<file path="src/rtl/wpc_pkg.sv">
package wpc_pkg;
  // Shift code carried with each written cell
  typedef enum logic [1:0] {
    SHIFT_NOM   = 2'b00,
    SHIFT_EARLY = 2'b01,
    SHIFT_LATE  = 2'b10
  } shift_e;

  // Cells of look-behind and look-ahead around the written cell
  localparam int LOOK = 3;
  localparam int WIN  = 2 * LOOK + 1;
endpackage

</file>
<file path="src/rtl/wpc_cell_window.sv">
// Cell shift register with clock/data parity of the centre cell.
// win[0] is the newest cell, win[WIN-1] the oldest.
module wpc_cell_window
  import wpc_pkg::*;
(
  input  logic           clk,
  input  logic           rst_n,
  input  logic           shift_en,
  input  logic           cell_in,
  output logic [WIN-1:0] win_next,
  output logic           centre_is_data_next
);
  logic [WIN-1:0] win_q;
  logic           par_q;

  assign win_next[0] = cell_in;
  generate
    for (genvar i = 1; i < WIN; i++) begin : g_stage
      assign win_next[i] = win_q[i-1];
    end
  endgenerate

  // Reset centre is fill cell -4, an even (clock) position
  assign centre_is_data_next = ~par_q;

  always_ff @(posedge clk) begin
    if (!rst_n) begin
      win_q <= '0;
      par_q <= 1'b0;
    end else if (shift_en) begin
      win_q <= win_next;
      par_q <= ~par_q;
    end
  end
endmodule

</file>
<file path="src/rtl/wpc_zone.sv">
// Inner-zone detector for the cylinder number.
module wpc_zone #(
  parameter int CYL_W   = 8,
  parameter int ZONE_LO = 128,
  parameter int ZONE_HI = 152
) (
  input  logic [CYL_W-1:0] cyl,
  output logic             in_zone
);
  localparam logic [CYL_W-1:0] LO_V = CYL_W'(ZONE_LO);
  localparam logic [CYL_W-1:0] HI_V = CYL_W'(ZONE_HI);

  assign in_zone = (cyl >= LO_V) && (cyl <= HI_V);
endmodule

</file>
<file path="src/rtl/wpc_classifier.sv">
// Picks early, late or nominal for the centre cell of the window.
module wpc_classifier
  import wpc_pkg::*;
(
  input  logic [WIN-1:0] win,
  input  logic           is_data,
  input  logic           zone_en,
  output shift_e         code
);
  localparam int C = LOOK;

  logic near_prev, near_next, far_prev, far_next;
  assign near_prev = win[C+2];
  assign near_next = win[C-2];
  assign far_prev  = win[C+3];
  assign far_next  = win[C-3];

  always_comb begin
    code = SHIFT_NOM;
    if (win[C] && zone_en) begin
      if (is_data) begin
        if (!near_prev && near_next)      code = SHIFT_LATE;
        else if (near_prev && !near_next) code = SHIFT_EARLY;
      end else begin
        if (far_prev && !far_next)        code = SHIFT_LATE;
        else if (!far_prev && far_next)   code = SHIFT_EARLY;
      end
    end
  end
endmodule

</file>
<file path="src/rtl/wpc_tap_timer.sv">
// Cell-period tick counter and tap selection for the write pulse.
module wpc_tap_timer
  import wpc_pkg::*;
#(
  parameter int CELL_TICKS = 8
) (
  input  logic       clk,
  input  logic       rst_n,
  input  logic       accept,
  input  logic       val_d,
  input  shift_e     code_d,
  output logic       ready,
  output logic       pulse,
  output logic [1:0] code_o
);
  localparam int TICK_W = $clog2(CELL_TICKS);
  localparam logic [TICK_W-1:0] LAST  = TICK_W'(CELL_TICKS - 1);
  localparam logic [TICK_W-1:0] NOM_T = TICK_W'(CELL_TICKS / 2);
  localparam logic [TICK_W-1:0] ERL_T = TICK_W'(CELL_TICKS / 2 - 1);
  localparam logic [TICK_W-1:0] LAT_T = TICK_W'(CELL_TICKS / 2 + 1);

  logic [TICK_W-1:0] tick_q;
  logic [TICK_W-1:0] tap;
  logic              val_q;
  shift_e            code_q;

  always_comb begin
    case (code_q)
      SHIFT_EARLY: tap = ERL_T;
      SHIFT_LATE:  tap = LAT_T;
      default:     tap = NOM_T;
    endcase
  end

  assign ready  = (tick_q == LAST);
  assign code_o = code_q;

  always_ff @(posedge clk) begin
    if (!rst_n) begin
      tick_q <= LAST;
      val_q  <= 1'b0;
      code_q <= SHIFT_NOM;
      pulse  <= 1'b0;
    end else begin
      if (accept) begin
        tick_q <= '0;
        val_q  <= val_d;
        code_q <= code_d;
      end else if (tick_q != LAST) begin
        tick_q <= tick_q + 1'b1;
      end
      pulse <= val_q && (tick_q == tap);
    end
  end
endmodule

</file>
<file path="src/rtl/wpc_precomp.sv">
// Write precompensation unit top level.
module wpc_precomp
  import wpc_pkg::*;
#(
  parameter int CELL_TICKS = 8,
  parameter int CYL_W      = 8,
  parameter int ZONE_LO    = 128,
  parameter int ZONE_HI    = 152
) (
  input  logic             clk,
  input  logic             rst_n,
  input  logic             in_valid,
  output logic             in_ready,
  input  logic             in_cell,
  input  logic [CYL_W-1:0] cyl,
  output logic             wr_pulse,
  output logic [1:0]       cell_shift
);
  logic           accept;
  logic [WIN-1:0] win_next;
  logic           is_data_next;
  logic           in_zone;
  shift_e         code_next;

  assign accept = in_valid && in_ready;

  wpc_cell_window u_win (
    .clk                 (clk),
    .rst_n               (rst_n),
    .shift_en            (accept),
    .cell_in             (in_cell),
    .win_next            (win_next),
    .centre_is_data_next (is_data_next)
  );

  wpc_zone #(
    .CYL_W   (CYL_W),
    .ZONE_LO (ZONE_LO),
    .ZONE_HI (ZONE_HI)
  ) u_zone (
    .cyl     (cyl),
    .in_zone (in_zone)
  );

  wpc_classifier u_cls (
    .win     (win_next),
    .is_data (is_data_next),
    .zone_en (in_zone),
    .code    (code_next)
  );

  wpc_tap_timer #(
    .CELL_TICKS (CELL_TICKS)
  ) u_tmr (
    .clk    (clk),
    .rst_n  (rst_n),
    .accept (accept),
    .val_d  (win_next[LOOK]),
    .code_d (code_next),
    .ready  (in_ready),
    .pulse  (wr_pulse),
    .code_o (cell_shift)
  );
endmodule

</file>
<file path="config.mk">
export PLATFORM = sky130hd
export DESIGN_NAME = wpc_precomp
export DESIGN_NICKNAME = d
export VERILOG_FILES = /design/src/rtl/wpc_pkg.sv /design/src/rtl/wpc_cell_window.sv /design/src/rtl/wpc_zone.sv /design/src/rtl/wpc_classifier.sv /design/src/rtl/wpc_tap_timer.sv /design/src/rtl/wpc_precomp.sv
export SDC_FILE = /design/constraint.sdc
export NUM_CORES = 1
export LEC_CHECK = 0
export BUFFER_PORTS_ARGS = -buffer_cell sky130_fd_sc_hd__buf_2
export CORE_MARGIN = 2
export CORE_UTILIZATION = 34
export CTS_CLUSTER_SIZE = 24
export DETAILED_ROUTE_END_ITERATION = 7
export GPL_TIMING_DRIVEN = 1
export PLACE_DENSITY = 0.62
export SLEW_MARGIN = 10
export SYNTH_ARGS = -nofsm -noshare
export SYNTH_HDL_FRONTEND = slang
export SYNTH_SLANG_ARGS = --single-unit
</file>
<file path="constraint.sdc">
create_clock -name clk -period 1.32 [get_ports clk]
set_input_delay 0.132 -clock clk [delete_from_list [all_inputs] [get_ports clk]]
set_output_delay 0.132 -clock clk [all_outputs]
set_load 0.02 [all_outputs]
</file>
# --- Yosys cells after proc, flatten, opt, wreduce, memory -nomap -nowiden ---
# Cells that the tools add are included.
op_classes:
  reduce_logical: 13
  eq_ne: 5
  order_cmp: 2
  addsub: 1
  bitwise: 1
  n_mux: 9
op_table:
  columns: ["cell", "count"]
  rows:
  - ["$ge A8 B8 Y1 const B", 1]
  - ["$le A8 B8 Y1 const B", 1]
  - ["$logic_and A1 B1 Y1", 8]
  - ["$mux W2", 4]
  - ["$mux W3", 2]
  - ["$pmux W3 S2", 1]
  - ["$logic_not A1 Y1", 4]
  - ["$add A3 B1 Y3 const B", 1]
  - ["$eq A3 B3 Y1", 1]
  - ["$eq A3 B3 Y1 const B", 1]
  - ["$ne A3 B3 Y1 const B", 1]
  - ["$eq A2 B1 Y1 const B", 1]
  - ["$eq A2 B2 Y1 const B", 1]
  - ["$mux W1", 2]
  - ["$reduce_bool A2 Y1", 1]
  - ["$not A1 Y1", 1]
word_totals:
  ff_bits: 14
  input_bits: 12
  wordCells: 37
  output_inout_bits: 4

# --- Longest topological paths before layout ---
depth:
  depth_word: 6
  ltp_mapped: 5
  depth_no_buf: 5

# --- Cells and area by module ---
# A second synthesis with hierarchy kept.
unflattened:
  cells_unflattened: 65
  hier_area_um2: 674.4
modules_own_cells:
  columns: ["module", "area_each_um2", "instances", "cells_per_inst"]
  rows:
  - ["wpc_tap_timer", 327.8, 1, 30]
  - ["wpc_cell_window", 275.3, 1, 24]
  - ["wpc_classifier", 46.3, 1, 7]
  - ["wpc_zone", 18.8, 1, 3]
  - ["wpc_precomp", 6.3, 1, 1]

# --- Least setup slack after synthesis ---
# OpenSTA, ideal clock, no wires.
synth_path:
  path_type: "register -> register"
  start: "register u_tmr.tick_q[0]"
  end: "register u_tmr.code_q[0] (netlist: u_tmr.code_o[0])"
  arrival_time_ns: 1.373
  path_buffers: 0
  path_stages_with_launch: 6
  path_slack_ns: -0.114
  t_required_ns: 1.260
  setup_ns: 0.060
  cell_sequence: "dfxtp_1 ha_1 ha_1 nand3_1 o32ai_1 a32o_1"
synth_via:
  elab_chain_len: 2
synth_lines:
  columns: ["element", "line", "text"]
  rows:
  - ["from (decl)", "wpc_tap_timer.sv:22", "logic [TICK_W-1:0] tick_q;"]
  - ["from (signal assigned)", "wpc_tap_timer.sv:50", "tick_q <= tick_q + 1'b1;"]
  - ["$eq A3 B3 Y1", "wpc_tap_timer.sv:35", "assign ready = (tick_q == LAST);"]
  - ["net in_ready", "wpc_precomp.sv:13", "output logic in_ready,"]
  - ["$logic_and A1 B1 Y1", "wpc_precomp.sv:25", "assign accept = in_valid && in_ready;"]
  - ["to (signal assigned)", "wpc_tap_timer.sv:48", "code_q <= code_d;"]
  - ["to (decl)", "wpc_tap_timer.sv:25", "shift_e code_q;"]
# The timed path passes the listed nets, and every way through them passes these cells.
# A chain may end at the register's enable or synchronous reset.

# --- Final worst setup path ---
layout_path:
  start: "register u_tmr.tick_q[0]"
  end: "output port in_ready"
layout_via:
  elab_chain_len: 1
layout_lines:
  columns: ["element", "line"]
  rows:
  - ["$eq A3 B3 Y1", "wpc_tap_timer.sv:35"]
  - ["to (decl)", "wpc_precomp.sv:13"]
# Every way passes these cells.

==> results.md <==
Detailed routing:
- The number of detailed-routing iterations run before antenna repair is 4.
- The DRC marker count from the first detailed-route iteration is 12.
- The number of vias after detailed routing is 559.
- The mean routed wirelength per cell is 12.0 um.
- After detailed routing, the number of vias per cell comes to 4.90.
- The post-detailed-routing wire length is 1.36 mm.
- The number of routed nets with antenna violations is 0.
- In the routed design, unresolved DRC markers number 0.

Timing:
- The final-report setup violation count is 0.
- The final max-slew violation count came to 0.
- In the post-route analysis, the smallest setup slack over all paths is 5.19 ps.
- The final hold violation count is 0.
- The worst pin sits at a relative slew slack of 82.5%.
- The worst path uses 99.6% of the clock period.
- Static timing analysis puts the maximum clock frequency at 0.761 GHz.
- The post-route worst hold slack is 136 ps.
- Setup repair after global routing could not meet its margin everywhere.
- The slew of the pin with the lowest slew margin is 259 ps.
- The smallest clock period supported by the final layout is computed as 1310 ps.
- The worst clock skew on the final layout is 4.02 ps.

Setup path:
- The critical path is of the register to primary output type.
- The nature of the critical path endpoint is a primary output.
- Of all nets on the critical path, the largest fanout is 4.
- For the worst setup path, the data required time is 1190 ps.
- The worst setup path is launched from a register.
- Data on the critical path arrives at its endpoint at 1180 ps.

Synth:
- The mean cell area of the mapped netlist is 9.02 um2.
- The post-synth net total is 83.
- The total number of yosys warnings is 0.
- The distinct cell type count after synthesis is 21.
- The number of instances in the synthesized netlist is 68.
- The share of the Yosys chip area taken by registers is 42.4%.
- After synthesis the cells add up to 613 um2.
- After synthesis the netlist holds a flip-flop and latch count of 13.

Global route:
- The first-pass GRT wire length is 2.26 mm.
- The initial antenna violation count was 0.
- The via count of the first global-routing pass is 509.
- For this run, the total global-route usage over all layers was measured as 15.4%.
- Summed over all layers, the global routing overflow is 0.
- Entering global routing, the biggest net connects 15 pins.

Final layout:
- Cells fill 47.5% of the core in the end.
- The number of antenna diodes in the final layout is 0.
- The proportion of layout cells with a drive suffix above 1 is 32.6%.
- After the last flow step, the layout net total stands at 105.
- From synthesis to final layout, the design area changed by 32.2%.

Pwr:
- The cell area power density is 1670 mW/mm2.
- The completed layout was analyzed and its total power is 1.35 mW.
- Summed over all cells, the static leakage comes to 0.317 nW.
- The worst IR drop on VDD is 0.000581 V.

Min path:
- The path type of the worst min-delay path is input pin to register.

Clock network:
- The cell at the root of the clock tree is clkbuf_4.
- The number of buffers added by the clock tree synthesis step is 3.
- The clock slew seen by the registers of the worst setup and hold paths is 90 ps.
- The CTS H-tree depth is 1.
- The clock tree from TritonCTS is built.
- At the later pin of the worst-skew pair, clock insertion delay measures 280 ps.
- In this run the deepest clock path goes through 2 buffers.
- Counting every sink on the clock net gives 13.

Floorplan:
- The floorplan die area is 0.00216 mm2.
- The total number of placement rows is 15.
- The die is 46.5 um wide.
- The core region is 0.00171 mm2.
- The starting density of the core is 35.9%.
- In this run the count of I/O pins placed on the die edge is 16.
- Measured along the y axis, the die boundary spans 46.5 um.

Place:
- The count of buffers added on input and output ports is 15.
- The congestion estimate from routability-driven global placement came to 0.736.
- OpenSTA, run right after detailed placement, puts the worst setup slack at 57.0 ps.
- The detailed placement HPWL is 912 um.

Job:
- The number of max-cap violations is 0.

Outcome:
- The flow ran to the end, and the final reports show no timing, DRC or antenna violations.
## metrics by stage
step / cells / TNS [ps] / cell area, um2
6_report: 114 / 0 / 811
5_1_grt: 114 / -38.7 / 811
4_1_cts: 114 / -3.04 / 806
3_5_place_dp: 107 / 0 / 727
3_3_place_gp: 107 / 0 / 727
2_1_floorplan: 68 / 0 / 626
## final cells by class
| cell class | count | area [um2] |
|---|---|---|
| sequential | 13 | 263 |
| multi-input combinational | 47 | 344 |
| tap | 25 | 31.3 |
| clock buffer | 3 | 22.5 |
| fill | 169 | 897 |
| inverter | 5 | 18.8 |
| timing repair buffer | 20 | 126 |
| clock inverter | 1 | 5.00 |
## synthesized netlist by cell type, drive strengths merged
cell	instances	area, um2
xor2	1	8.76
o211ai	1	7.51
dfxtp	13	260
nor4bb	1	10.0
nand3	8	40.0
ha	3	37.5
buf	3	20.0
o311ai	1	8.76
nand3b	3	22.5
o32ai	2	17.5
nand2b	2	12.5
inv	5	18.8
a21boi	7	52.6
o221ai	2	17.5
a21oi	1	5.00
and3	1	6.26
nand2	11	43.8
nor2	1	3.75
a32o	2	20.0
## metal layers
layer	vias to the layer above	GRT usage (%)	routed length, um
met3	4	7.06	58
met5	-	0	0
li1	289	-	-
met2	13	21.9	634
met1	253	18.6	633
met4	0	9.14	37
## logic make-up (layout without fill, tap and decap cells)
kind of cell / Yosys count / count (layout) / synth area share, %
DFF: 13 / 13 / 42.4
adders and majority gates: 3 / 3 / 6.12
xor gates and xnor gates: 1 / 1 / 1.43
buffers and inverters: 8 / 29 / 6.33
and+or+nand+nor: 27 / 27 / 22.7
AOI/OAI and AO/OA: 16 / 16 / 21.0
## placed cells by master, fill, tap and decap left out, drive strengths merged, types with 2 or more instances in the layout
| cell type | n |
|---|---|
| o32ai | 2 |
| a32o | 2 |
| nand3b | 3 |
| inv | 5 |
| buf | 20 |
| o221ai | 2 |
| dfxtp | 13 |
| nand2b | 2 |
| nand2 | 11 |
| clkbuf | 3 |
| nand3 | 8 |
| a21boi | 7 |
| ha | 3 |
## power breakdown
group	internal [mW]	leakage (nW)	switching, mW	total [mW]
Combinational	0.309	0.194	0.283	0.592
Clock	0.112	0.0177	0.140	0.253
Sequential	0.451	0.106	0.0559	0.507
Total	0.872	0.317	0.479	1.35
## worst paths after layout
path	from	end	slack, ps	cells after the start
worst max-delay path	u_tmr.tick_q[0]	in_ready	5	4
worst min register to register	u_win.win_q[1]	u_win.win_q[1]	470	2
worst max register to register	u_tmr.tick_q[0]	u_tmr.tick_q[2]	50	6
worst min-delay path	in_cell	u_win.win_q[0]	140	3
## worst max-delay path, stage by stage, from the launching register on
cell     delay (ps)
dfxtp_2         340
ha_4            160
ha_4            170
buf_8           120
buf_6           120
## sequential cells by signal, indices dropped and copies added, names as in the netlist
| signal | flops |
|---|---|
| u_tmr.code_o | 2 |
| u_tmr.pulse | 1 |
| u_tmr.tick_q | 3 |
| u_win.par_q | 1 |
| u_win.win_q | 6 |
## what timing repair did
| action | in CTS | in global routing |
|---|---|---|
| gates resized for setup | 8 | 3 |
| hold buffers | 0 | 0 |
| setup endpoints to repair | 1 | 8 |
| buffers inserted | 3 | 0 |
| cloned | 0 | 0 |
Note: power is estimated with default switching activity, not from simulation.
